`src/rtl/ffly_route_pkg.sv`:
```
package ffly_route_pkg;

    typedef enum logic [2:0] {
        PK_ANY    = 3'd0,
        PK_RD_REQ = 3'd1,
        PK_WR_REQ = 3'd2,
        PK_RD_RSP = 3'd3,
        PK_WR_RSP = 3'd4
    } pkt_kind_e;

    typedef enum logic [1:0] {
        HOP_EJECT = 2'd0,
        HOP_LOW   = 2'd1,
        HOP_HIGH  = 2'd2,
        HOP_BAD   = 2'd3
    } hop_kind_e;

    localparam logic [15:0] TIE_SEED = 16'hACE1;

    function automatic logic [15:0] tie_next(input logic [15:0] s);
        return {s[14:0], s[15] ^ s[13] ^ s[12] ^ s[10]};
    endfunction

    // Port index for one dimension; the own coordinate is skipped.
    function automatic int dim_port(input int c, input int k, input int d,
                                    input int dst_dig, input int cur_dig);
        int base;
        base = c + (k - 1) * d;
        return (dst_dig > cur_dig) ? base - 1 + dst_dig : base + dst_dig;
    endfunction

endpackage

```
`src/rtl/ffly_tie_lfsr.sv`:
```
module ffly_tie_lfsr (
    input  logic clk,
    input  logic rst,
    input  logic step,
    output logic tie_bit
);
    import ffly_route_pkg::*;

    logic [15:0] state_q;

    always_ff @(posedge clk) begin
        if (rst) begin
            state_q <= TIE_SEED;
        end else if (step) begin
            state_q <= tie_next(state_q);
        end
    end

    assign tie_bit = state_q[0];

endmodule

```
`src/rtl/ffly_dim_select.sv`:
```
module ffly_dim_select #(
    parameter  int K      = 4,
    parameter  int N      = 2,
    parameter  int C      = 3,
    localparam int LK     = $clog2(K),
    localparam int RID_W  = LK * N,
    localparam int RADIX  = C + (K - 1) * N,
    localparam int PORT_W = $clog2(RADIX)
) (
    input  logic [RID_W-1:0]  cur_rid,
    input  logic [RID_W-1:0]  dst_rid,
    output logic [PORT_W-1:0] low_port,
    output logic [PORT_W-1:0] high_port,
    output logic              any_diff
);
    import ffly_route_pkg::*;

    logic [N-1:0]      diff;
    logic [PORT_W-1:0] dport [N];

    for (genvar d = 0; d < N; d++) begin : g_dim
        logic [LK-1:0] cur_dig;
        logic [LK-1:0] dst_dig;
        assign cur_dig  = cur_rid[d*LK +: LK];
        assign dst_dig  = dst_rid[d*LK +: LK];
        assign diff[d]  = (cur_dig != dst_dig);
        assign dport[d] = PORT_W'(dim_port(C, K, d, int'(dst_dig), int'(cur_dig)));
    end

    // Lowest differing dimension wins for the low-first order.
    always_comb begin
        low_port = '0;
        for (int d = N - 1; d >= 0; d--) begin
            if (diff[d]) low_port = dport[d];
        end
    end

    // Highest differing dimension wins for the high-first order.
    always_comb begin
        high_port = '0;
        for (int d = 0; d < N; d++) begin
            if (diff[d]) high_port = dport[d];
        end
    end

    assign any_diff = |diff;

endmodule

```
`src/rtl/ffly_vc_plan.sv`:
```
module ffly_vc_plan #(
    parameter  int NUM_VC = 8,
    localparam int VC_W   = $clog2(NUM_VC),
    localparam int VPC    = NUM_VC / 4
) (
    input  logic [2:0]                      pkt_type,
    input  logic [VC_W-1:0]                 in_vc,
    input  ffly_route_pkg::hop_kind_e       hop,
    output logic                            in_lower,
    output logic [VC_W-1:0]                 vc_lo,
    output logic [VC_W-1:0]                 vc_hi
);
    import ffly_route_pkg::*;

    logic [VC_W-1:0] cls_lo;
    logic [VC_W-1:0] cls_hi;
    logic [VC_W-1:0] cls_mid;

    always_comb begin
        int lo_i;
        int hi_i;
        case (pkt_type)
            PK_RD_REQ, PK_WR_REQ, PK_RD_RSP, PK_WR_RSP: begin
                lo_i = (int'(pkt_type) - 1) * VPC;
                hi_i = lo_i + VPC - 1;
            end
            default: begin
                lo_i = 0;
                hi_i = NUM_VC - 1;
            end
        endcase
        cls_lo  = VC_W'(lo_i);
        cls_hi  = VC_W'(hi_i);
        cls_mid = VC_W'(lo_i + (hi_i - lo_i + 1) / 2);
    end

    assign in_lower = (in_vc < cls_mid);

    always_comb begin
        case (hop)
            HOP_LOW: begin
                vc_lo = cls_lo;
                vc_hi = cls_mid - VC_W'(1);
            end
            HOP_HIGH: begin
                vc_lo = cls_mid;
                vc_hi = cls_hi;
            end
            default: begin
                vc_lo = cls_lo;
                vc_hi = cls_hi;
            end
        endcase
    end

endmodule

```
`src/rtl/ffly_route_unit.sv`:
```
module ffly_route_unit #(
    parameter  int K      = 4,
    parameter  int N      = 2,
    parameter  int C      = 3,
    parameter  int NUM_VC = 8,
    parameter  int CRED_W = 6,
    localparam int NR     = K ** N,
    localparam int NT     = NR * C,
    localparam int LK     = $clog2(K),
    localparam int RID_W  = LK * N,
    localparam int DEST_W = $clog2(NT),
    localparam int RADIX  = C + (K - 1) * N,
    localparam int PORT_W = $clog2(RADIX),
    localparam int VC_W   = $clog2(NUM_VC)
) (
    input  logic                    clk,
    input  logic                    rst,
    input  logic                    req_valid,
    input  logic [DEST_W-1:0]       req_dest,
    input  logic [RID_W-1:0]        req_router,
    input  logic [PORT_W-1:0]       req_in_chan,
    input  logic [VC_W-1:0]         req_vc,
    input  logic [2:0]              req_type,
    input  logic [RADIX*CRED_W-1:0] port_credits,
    output logic                    rsp_valid,
    output logic [PORT_W-1:0]       rsp_port,
    output logic [VC_W-1:0]         rsp_vc_lo,
    output logic [VC_W-1:0]         rsp_vc_hi,
    output logic                    rsp_err
);
    import ffly_route_pkg::*;

    logic              out_of_range;
    logic [RID_W-1:0]  dst_rid;
    logic              local_hit;
    logic [PORT_W-1:0] eject_port;
    logic [PORT_W-1:0] low_port;
    logic [PORT_W-1:0] high_port;
    logic              any_diff;
    logic [CRED_W-1:0] cred_low;
    logic [CRED_W-1:0] cred_high;
    logic              injected;
    logic              tie_bit;
    logic              in_lower;
    hop_kind_e         hop;
    logic [PORT_W-1:0] nxt_port;
    logic [VC_W-1:0]   nxt_lo;
    logic [VC_W-1:0]   nxt_hi;

    assign out_of_range = (32'(req_dest) >= NT);
    assign dst_rid      = RID_W'(32'(req_dest) / C);
    assign local_hit    = !out_of_range && (dst_rid == req_router);
    assign eject_port   = PORT_W'(32'(req_dest) % C);
    assign injected     = (32'(req_in_chan) < C);

    ffly_dim_select #(.K(K), .N(N), .C(C)) u_dims (
        .cur_rid   (req_router),
        .dst_rid   (dst_rid),
        .low_port  (low_port),
        .high_port (high_port),
        .any_diff  (any_diff)
    );

    assign cred_low  = port_credits[32'(low_port) * CRED_W +: CRED_W];
    assign cred_high = port_credits[32'(high_port) * CRED_W +: CRED_W];

    ffly_tie_lfsr u_tie (
        .clk     (clk),
        .rst     (rst),
        .step    (req_valid),
        .tie_bit (tie_bit)
    );

    ffly_vc_plan #(.NUM_VC(NUM_VC)) u_vcs (
        .pkt_type (req_type),
        .in_vc    (req_vc),
        .hop      (hop),
        .in_lower (in_lower),
        .vc_lo    (nxt_lo),
        .vc_hi    (nxt_hi)
    );

    always_comb begin
        if (out_of_range || (!local_hit && !any_diff)) begin
            hop = HOP_BAD;
        end else if (local_hit) begin
            hop = HOP_EJECT;
        end else if (injected) begin
            if (cred_low < cred_high)      hop = HOP_LOW;
            else if (cred_low > cred_high) hop = HOP_HIGH;
            else                           hop = tie_bit ? HOP_LOW : HOP_HIGH;
        end else begin
            hop = in_lower ? HOP_LOW : HOP_HIGH;
        end
    end

    always_comb begin
        case (hop)
            HOP_EJECT: nxt_port = eject_port;
            HOP_LOW:   nxt_port = low_port;
            HOP_HIGH:  nxt_port = high_port;
            default:   nxt_port = '0;
        endcase
    end

    always_ff @(posedge clk) begin
        if (rst) begin
            rsp_valid <= 1'b0;
            rsp_port  <= '0;
            rsp_vc_lo <= '0;
            rsp_vc_hi <= '0;
            rsp_err   <= 1'b0;
        end else begin
            rsp_valid <= req_valid;
            if (req_valid) begin
                rsp_port  <= nxt_port;
                rsp_vc_lo <= nxt_lo;
                rsp_vc_hi <= nxt_hi;
                rsp_err   <= (hop == HOP_BAD);
            end
        end
    end

endmodule

```
`config.mk`:
```
export PLATFORM = sky130hd
export DESIGN_NAME = ffly_route_unit
export DESIGN_NICKNAME = d
export VERILOG_FILES = /design/src/rtl/ffly_route_pkg.sv /design/src/rtl/ffly_tie_lfsr.sv /design/src/rtl/ffly_dim_select.sv /design/src/rtl/ffly_vc_plan.sv /design/src/rtl/ffly_route_unit.sv
export SDC_FILE = /design/constraint.sdc
export NUM_CORES = 1
export LEC_CHECK = 0
export BUFFER_PORTS_ARGS = -buffer_cell sky130_fd_sc_hd__buf_2
export CELL_PAD_IN_SITES_DETAIL_PLACEMENT = 1
export CELL_PAD_IN_SITES_GLOBAL_PLACEMENT = 2
export CORE_MARGIN = 3
export CORE_UTILIZATION = 30
export DETAILED_ROUTE_END_ITERATION = 8
export MAX_ROUTING_LAYER = met4
export PLACE_DENSITY_LB_ADDON = 0.25
export RECOVER_POWER = 25
export SLEW_MARGIN = 20
export SYNTH_ARGS = -nofsm -noshare
export SYNTH_HDL_FRONTEND = slang
export SYNTH_SLANG_ARGS = --single-unit
```
`constraint.sdc`:
```
create_clock -name clk -period 11.3 [get_ports clk]
set_input_delay 1.13 -clock clk [delete_from_list [all_inputs] [get_ports clk]]
set_output_delay 1.13 -clock clk [all_outputs]
set_load 0.02 [all_outputs]
```
Word-level counts from Yosys, hierarchy flattened:

Index checks and enable logic that the tools add are counted.

* output and inout port bits: 12
* logic and storage cells: 72
* flip-flop bits (word level): 28
* input port bits: 77

* shifts and indexed selects: 2
* $lt $le $gt $ge: 7
* div/mod/pow operators: 2
* bitwise gates (word level): 4
* equality and inequality tests: 10
* multiply operators: 2
* reductions and logical operators: 9
* add/subtract/negate cells: 12
* multiplexer cells: 18

Operator list (count)
* variable part select 54 x 8 -> 6 bit: 2
* 2-to-1 mux 32 bit: 2
* adder 32 x 2 -> 32 bit (second input constant): 1
* adder 32 x 3 -> 32 bit (second input constant): 1
* divider 6 x 2 -> 32 bit (second input constant): 1
* modulo 6 x 2 -> 32 bit (second input constant): 1
* subtractor 32 x 2 -> 32 bit (second input constant): 1
* subtractor 32 bit: 1
* 2-to-1 mux 4 bit: 6
* 2-to-1 mux 2 bit: 7
* multiplier 4 x 2 -> 6 bit (second input constant): 2
* case mux 4 bit (3 select lines): 1
* adder 3 x 2 -> 4 bit (first input constant): 2
* adder 2 x 2 -> 3 bit (first input constant): 2
* == test 3 x 2 -> 1 bit (second input constant): 2
* >= comparator 6 bit (second input constant): 1
* > comparator 6 bit: 1
* < comparator 6 bit: 1
* 2-to-1 mux 3 bit: 2
* == test 2 bit (second input constant): 2
* == test 4 bit: 1
* > comparator 2 bit: 2
* < comparator 4 x 2 -> 1 bit (second input constant): 1
* inequality test 2 bit: 2
* other kinds (16): 21

Longest topological paths before layout:

Gate-level depths: netlist (run 1).

* depth in word-level cells: 16
* gate-level depth with buffers: 40
* depth with buffers taken out: 35

Modules after synthesis:

A second synthesis (run 1) with hierarchy kept.

* cells, all modules: 365
* area total of the unflattened synthesis: 3345.7 µm²

Modules (own cells, without submodules)
* ffly_route_unit: area an instance 2227.1 µm², cells an instance 241, instances 1
* ffly_tie_lfsr: area an instance 619.3 µm², cells an instance 55, instances 1
* ffly_dim_select: area an instance 302.8 µm², cells an instance 44, instances 1
* ffly_vc_plan: area an instance 196.4 µm², cells an instance 25, instances 1

Worst setup path after synthesis (run 1):

OpenSTA, ideal clock, no wires.

* kind: in2reg
* from: input port req_dest[4]
* to: register rsp_port[1]
* data arrival time: 8.908 ns
* library setup time: 0.086 ns
* data required time: 11.214 ns
* path slack: 2.307 ns
* stages: 36
* path through: buf_2 clkbuf_1 clkbuf_1 ha_1 clkbuf_1 nand2b_1 o211a_1 o211ai_2 ha_1 a311o_1 a21o_1 inv_1 xnor2_1 ha_1 or4_1 o41a_2 nor3_2 ha_1 nand2_1 nand3_1 o311ai_1 clkbuf_1 mux2_2 o22ai_1 o21ai_0 a32oi_1 ha_1 a21oi_1 o22ai_1 o21a_1 o21a_1 o221ai_1 o21ai_1 o21ai_0 a22oi_1 a211oi_1

* cells in the longest elaborated chain, start to end: 15
* elaborated cells between the ends (all ways): 40
* classes of those cells: 4 x add/sub; 2 x mul; 2 x div; 5 x order compare; 5 x eq/ne; 2 x shift; 12 x mux; 8 x reduce/logical

RTL lines
* from (decl): line ffly_route_unit.sv:19 `input logic [DEST_W-1:0] req_dest,`
* divider 6 x 2 -> 32 bit: line ffly_route_unit.sv:51 `assign dst_rid = RID_W'(32'(req_dest) / C);`
* adder 3 x 2 -> 4 bit (tied with other cells): line ffly_route_pkg.sv:29 `return (dst_dig > cur_dig) ? base - 1 + dst_dig : base + dst_dig;`
* 2-to-1 mux 4 bit: line ffly_route_pkg.sv:29
* 2-to-1 mux 4 bit, on equally long branches (2 in a row): line ffly_dim_select.sv:34, ffly_dim_select.sv:42
* multiplier 4 x 2 -> 6 bit, on equally long branches: line ffly_route_unit.sv:64, ffly_route_unit.sv:65
* variable part select 54 x 8 -> 6 bit, on equally long branches: line ffly_route_unit.sv:64, ffly_route_unit.sv:65
* > comparator 6 bit: line ffly_route_unit.sv:90 `else if (cred_low > cred_high) hop = HOP_HIGH;`
* 2-to-1 mux 2 bit: line ffly_route_unit.sv:90
* 2-to-1 mux 2 bit: line ffly_route_unit.sv:89 `if (cred_low < cred_high) hop = HOP_LOW;`
* 2-to-1 mux 2 bit: line ffly_route_unit.sv:88 `end else if (injected) begin`
* 2-to-1 mux 2 bit: line ffly_route_unit.sv:86 `end else if (local_hit) begin`
* 2-to-1 mux 2 bit: line ffly_route_unit.sv:84 `if (out_of_range || (!local_hit && !any_diff)) begin`
* == test 2 bit (tied with other cells): line ffly_route_unit.sv:98 `case (hop)`
* case mux 4 bit (3 select lines) *: line ffly_route_unit.sv:98
* to (signal assigned): line ffly_route_unit.sv:116 `rsp_port <= nxt_port;`
* to (decl): line ffly_route_unit.sv:26 `output logic [PORT_W-1:0] rsp_port,`

Mark *: on every way between the ends. The rest lies on a longest branch, timed or not.
A chain may end at the register's enable or synchronous reset.

Final worst setup path (run 1):

* from: input port req_dest[5]
* to: register rsp_port[1]

The elaborated chain is that of the path after synthesis.

==> results of run 1 <==
==> state kept, by name, summed over array words and instances (netlist names) <==
name           count
u_tie.state_q     16
rsp_port           4
rsp_vc_hi          3
rsp_vc_lo          3
rsp_err            1
rsp_valid          1
==> worst max-delay path by stage <==
stage                      from     endpoint  slack, ns  cells past startpoint
global placement    req_dest[5]  rsp_port[1]       1.86                     35
global route        req_dest[5]  rsp_port[1]       0.85                     35
floorplan           req_dest[4]  rsp_port[1]       2.31                     36
finish              req_dest[5]  rsp_port[1]       1.71                     35
CTS                 req_dest[5]  rsp_port[0]       1.74                     34
detailed placement  req_dest[5]  rsp_port[0]       1.49                     34
==> power by group <==
part           switching, mW  total [mW]  internal, mW  leakage (nW)
logic                  0.234       0.420         0.186          1.40
clock network         0.0290      0.0764        0.0474        0.0357
registers            0.00563       0.113         0.107         0.232
total                  0.269       0.608         0.340          1.67
==> cells in the final DEF (no fill, tap or decap), drive strengths merged, types with 3 or more instances in the layout <==
cell type | netlist | layout
nand3b | 4 | 4
inv | 14 | 14
a22oi | 10 | 10
and2 | 3 | 3
or2 | 4 | 4
mux2 | 20 | 20
ha | 21 | 21
a211o | 8 | 8
nor2 | 39 | 39
nand2b | 14 | 14
nand2 | 30 | 30
o21a | 4 | 4
o211ai | 3 | 3
a21o | 4 | 4
dfxtp | 28 | 28
o22ai | 6 | 6
nor3 | 7 | 7
a32oi | 3 | 3
a21oi | 23 | 23
clkbuf | 13 | 13
a211oi | 10 | 10
a221o | 7 | 7
nor2b | 12 | 12
mux2i | 35 | 35
buf | 14 | 81
nand3 | 7 | 7
o21ai | 21 | 21
a22o | 6 | 6
o221ai | 9 | 9
xnor2 | 8 | 8
==> routing by layer <==
layer	vias to the layer above	part of all wire, %
met1	1593	49
met5	-	0
met2	82	46
met4	0	0.61
li1	1688	-
met3	6	4.0
==> cell type report <==
| class | instances | area (um2) |
|---|---|---|
| flip-flops and latches | 28 | 561 |
| multi-input cells | 345 | 2540 |
| well taps | 136 | 170 |
| clock buffers | 3 | 41.3 |
| clock inverters | 1 | 30.0 |
| repair buffers | 91 | 450 |
| fillers | 1317 | 6620 |
| inverters | 14 | 52.6 |
==> per-stage QoR <==
stage / utilization, % / hold WS (ns) / cells / setup slack [ns]
finish: 36.7 / 0.471 / 618 / 1.71
global route: 36.7 / 0.506 / 618 / 0.849
CTS: 36.8 / 0.473 / 618 / 1.74
detailed placement: 36.2 / 0.445 / 614 / 1.49
global placement: 36.2 / 0.443 / 614 / 1.86
floorplan: - / 0.431 / 414 / 2.31
==> logic make-up (layout without fill, tap and decap cells) <==
kind of cell / count (synthesis) / in the layout
AND/OR/NAND/NOR: 132 / 132
AO/OA/AOI/OAI: 129 / 129
multiplexers: 55 / 55
buffers and inverters: 41 / 109
flip-flops: 28 / 28
adder cells (fa/ha/maj): 21 / 21
XOR/XNOR: 8 / 8
==> critical path, delay by kind of cell <==
kind,cells,cell delay (ns)
XOR/XNOR,1,0.17
AND/OR/NAND/NOR,8,1.73
multiplexers,1,0.35
buffers and inverters,3,0.77
AO/OA/AOI/OAI,17,4.06
adder cells (fa/ha/maj),5,1.46
==> summary.txt, run 1 <==
Floorplan
  • Row cnt: 37
  • Area of the core: 0.0105 mm2
  • Starting density of the core: 31.2%
  • Die Wd: 110 um
  • I/O pin cnt: 89
  • Chip Height: 110 um
  • Die area: 0.0122 mm2

Placed design
  • DP Area: 0.00378 mm2
  • Dpl hpwl: 8310 um
  • Final GP Congestion: 0.855
  • Port-buffer cells: 88

Synth
  • Synth Flop Type: dfxtp_1
  • Post-synth top area share: 17.2%
  • Most numerous cell in the Yosys netlist: nor2_1
  • Mux contribution to synthesized area: 17.6%
  • Compound-Gate Fraction of Synth Area: 28.8%
  • Xor and xnor area share after synthesis: 2.14%
  • Mean post-synth cell area: 7.89 um2
  • Synth area leader: dfxtp_1
  • Post-synthesis sequential area ratio: 17.2%
  • Adder-cell share of the synthesized area: 8.04%
  • #FFs+latches synth: 28
  • EDFF count, synth: 0
  • Largest cells by area after synthesis: dfxtp_1 (17%), mux2i_1 (11%), ha_1 (8.0%)
  • Largest family of logic cells by synthesized area: compound AO/OA/AOI/OAI gates
  • Post-synthesis cell count: 414
  • Top cells by count, synth: nor2_1 (39), mux2i_1 (35), nand2_1 (30)
  • Synthesized cell area: 0.00327 mm2
  • Netlist cell types: 61
  • Synth Area in Simple Gates: 20.8%
  • Synth Warn #: 0
  • Async S/R FF share, synth: 0%
  • Post-Syn Nets: 512

Critical path
  • Crit-path max FO: 21
  • Worst path most repeated cell: ha_1
  • Worst stage delay on the critical path: 0.75 ns
  • Reg2reg start: u_tie.state_q[0]
  • Critical path startpoint category: input pin
  • Req. time, crit path: 11.37 ns
  • Crit end category: register
  • Worst EP arrival: 9.66 ns
  • RR Endpoint: rsp_port[1]
  • Setup slack, reg-to-reg: 9.61 ns
  • Crit path kind: in2reg
  • Slowest CP cell: o31ai_4
  • FF-to-FF path depth: 7

Final layout
  • Antenna diodes: 0
  • Post-route cell area: 0.00384 mm2
  • Final Net Count: 581
  • Area grow syn2layout: 17.6%
  • Layout cells sized above 1: 24.5%

Pwr
  • Peak VDD IR: 52.4 uV
  • Leakage: 1.67 nW
  • PwrDens: 158 mW/mm2
  • Total power: 0.608 mW

Global routing
  • Grt ovf: 0
  • Antenna violations before repair: 0
  • Vias in the first global route: 3456
  • Total GRT Usage: 17.6%
  • Met2 GRT Util: 29.2%
  • Met3 Usage GRT: 0.932%
  • Busiest grt layer: met2
  • First-pass GRT wire length: 16900 um
  • Met1 Track Usage GR: 24.3%
  • Largest net degree at the start of global routing: 47

Route
  • DRT Pass-1 Iters: 4
  • Vias per cell: 5.45
  • Iter 0 DRT Violations: 143
  • Routed via count: 3369
  • DRC Markers: 0
  • DRT antenna net count: 0
  • Routed wire per std cell: 16.7 um
  • Routed wire length: 10300 um

STA
  • Final Cycle Share: 84.9%
  • Setup violators final: 0
  • Post-route minimum period: 9.59 ns
  • Hold Vio Cnt, Final: 0
  • Sum Neg Setup Slack: 0 ns
  • RSZ-0062 raised after global routing: false
  • Final Max Slew Viols: 47
  • Worst slew pin tran: 1.94 ns
  • Worst Skew: 0.00230 ns
  • FMAX: 104 MHz
  • Slew headroom: -29.4%

Status
  • Failing checks: max-capacitance violations, max-slew violations
  • Status: complete, but fails checks

Min path
  • WHS Endpoint: u_tie.state_q[7]
  • Hold WC Path Type: reg2reg
  • Origin of the worst min-delay path: u_tie.state_q[6]
  • Hold Crit Depth: 1

Clock network
  • # hold bufs at CTS: 0
  • CTS tree: done
  • Inserted Clock Buffers: 3
  • Worst skew pair latency: 0.27 ns
  • PostCTS Resize Cnt: 0
  • Root buffer cell: clkbuf_8
  • Clock sink count: 28
  • CTS H-tree lvls: 1
  • Setup Fix Bufs, Post-CTS: 0
  • Clk slew on worst S/H paths: 0.09 ns
  • CTS max path bufs: 2

Flow run
  • Max cap viols: 1
Power figures use the tool's default switching activity.
==> run 2: changes to the inputs <==
Settings changed: CORE_UTILIZATION 30 to 27.
Clock period 11.3 ns to 7.8 ns, I/O delays scaled along.
==> summary.txt, run 2 (synthesis results as in run 1) <==
Flow run
  • Max cap viols: 0

STA
  • Worst slew pin tran: 0.824 ns
  • Final Cycle Share: 94.0%
  • Worst Skew: 0.00263 ns
  • Post-route minimum period: 7.33 ns
  • Setup violators final: 0
  • Sum Neg Setup Slack: 0 ns
  • Slew headroom: 45.0%
  • FMAX: 136 MHz
  • Final Max Slew Viols: 0
  • Final worst slack: 0.469 ns
  • Hold Vio Cnt, Final: 0

Global routing
  • Grt ovf: 0
  • Vias in the first global route: 3599
  • First-pass GRT wire length: 17600 um
  • Total GRT Usage: 16.1%
  • Antenna violations before repair: 0
  • Largest net degree at the start of global routing: 47

Final layout
  • Top flop regs: u_tie.state_q (16), rsp_port (4)
  • Area grow syn2layout: 27.2%
  • Antenna diodes: 0
  • Final Net Count: 599
  • Fill cell count: 1416
  • Max reg flops: 16
  • Most common cell after layout, fill and taps aside: buf_2
  • Reg with most FFs: u_tie.state_q
  • Most frequent cells in the layout: buf_2 (80), nor2_1 (39), mux2i_1 (35)
  • Fin util: 35.8%
  • Layout cells sized above 1: 29.8%

Status
  • Status: complete, no violations

Placed design
  • Dpl hpwl: 8610 um
  • Final GP Congestion: 0.874
  • Port-buffer cells: 88
  • Setup WS pre-CTS: 0.0396 ns

Clock network
  • Inserted Clock Buffers: 3
  • Clock sink count: 28
  • Root buffer cell: clkbuf_16
  • CTS tree: done
  • Worst skew pair latency: 0.26 ns
  • CTS H-tree lvls: 1
  • Clk slew on worst S/H paths: 0.07 ns
  • # hold bufs at CTS: 0
  • CTS max path bufs: 2

Pwr
  • Clock Power Share: 15.2%
  • Peak VDD IR: 139 uV
  • Int Power: 0.572 mW
  • Switch share: 43.3%
  • Psw: 0.436 mW
  • Sequential power share: 16.0%
  • Combinational Power Share: 68.8%
  • Leakage: 1.82 nW
  • PwrDens: 243 mW/mm2
  • Total power: 1.01 mW

Floorplan
  • Die area: 0.0135 mm2
  • Chip Height: 116 um
  • Starting density of the core: 28.1%
  • Row cnt: 39
  • I/O pin cnt: 89
  • Die Wd: 116 um
  • Area of the core: 0.0116 mm2

Critical path
  • Worst stage delay on the critical path: 0.52 ns
  • Crit end category: register
  • Crit-path max FO: 9
  • Req. time, crit path: 7.98 ns
  • Worst EP arrival: 7.51 ns
  • Crit path kind: in2reg
  • Critical path startpoint category: input pin
  • Slowest CP cell: or4_1

Route
  • Routed wire per std cell: 17.2 um
  • Routed via count: 3456
  • DRT antenna net count: 0
  • DRC Markers: 0
  • Vias per cell: 5.37
  • DRT Pass-1 Iters: 4
  • Routed wire length: 11000 um
  • Iter 0 DRT Violations: 142

Min path
  • Hold WC Path Type: reg2reg
run 2: cell types whose count changed in the layout (fill, tap and decap cells not counted), sizes merged:
| cell | delta |
|---|---|
| buf | +19 |
| clkbuf | -2 |
| o311ai | +1 |
run 2: layer usage:
metal / wire [um] / track usage (%)
met1: 5520 / 22.9
met5: 0 / -
met2: 5110 / 26.0
met3: 291 / 0.731
met4: 107 / 2.24
run 2: final cells by class:
| class | count | area [um2] | area share [%] |
|---|---|---|---|
| Clock inverter | 1 | 30.0 | 0.722 |
| Clock buffer | 3 | 75.1 | 1.81 |
| Inverter | 14 | 52.6 | 1.26 |
| Sequential cell | 28 | 561 | 13.5 |
| Multi-Input combinational cell | 346 | 2650 | 63.8 |
| Timing Repair Buffer | 108 | 606 | 14.6 |
| Tap cell | 143 | 179 | 4.30 |
run 2: worst paths after layout:
path | startpoint | endpoint | slack [ns] | cells past startpoint
hold reg to reg | u_tie.state_q[6] | u_tie.state_q[7] | 0.46 | 1
setup / recovery | req_dest[5] | rsp_port[0] | 0.47 | 34
hold / removal | u_tie.state_q[6] | u_tie.state_q[7] | 0.46 | 1
setup reg to reg | u_tie.state_q[0] | rsp_port[0] | 6.30 | 6
run 2: critical path, delay by kind of cell:
family	cells	cell delay (ns)
compound gates	18	3.18
fa+ha+maj	5	1.27
simple gates	6	1.27
mux	2	0.63
buf+inv	2	0.23
xor+xnor	1	0.11
run 2: per-stage QoR:
step,instance area (um2),cells,hold WS (ns)
global placement,3960,632,0.439
CTS,4060,636,0.463
floorplan,3350,414,0.431
detailed placement,3960,632,0.444
global route,4160,643,0.486
finish,4160,643,0.460
run 2: repair_timing:
action                     CTS  global route
setup endpoints to repair    0             6
resized for setup            0             9
buffers inserted             0             6
run 2: power by group through the flow:
stage               clock network (mW)  registers [mW]  logic [mW]
floorplan                            0           0.171       0.479
global placement                     0           0.164       0.644
detailed placement                   0           0.165       0.653
CTS                              0.157           0.162       0.658
global route                     0.162           0.163       0.768
finish                           0.153           0.162       0.694
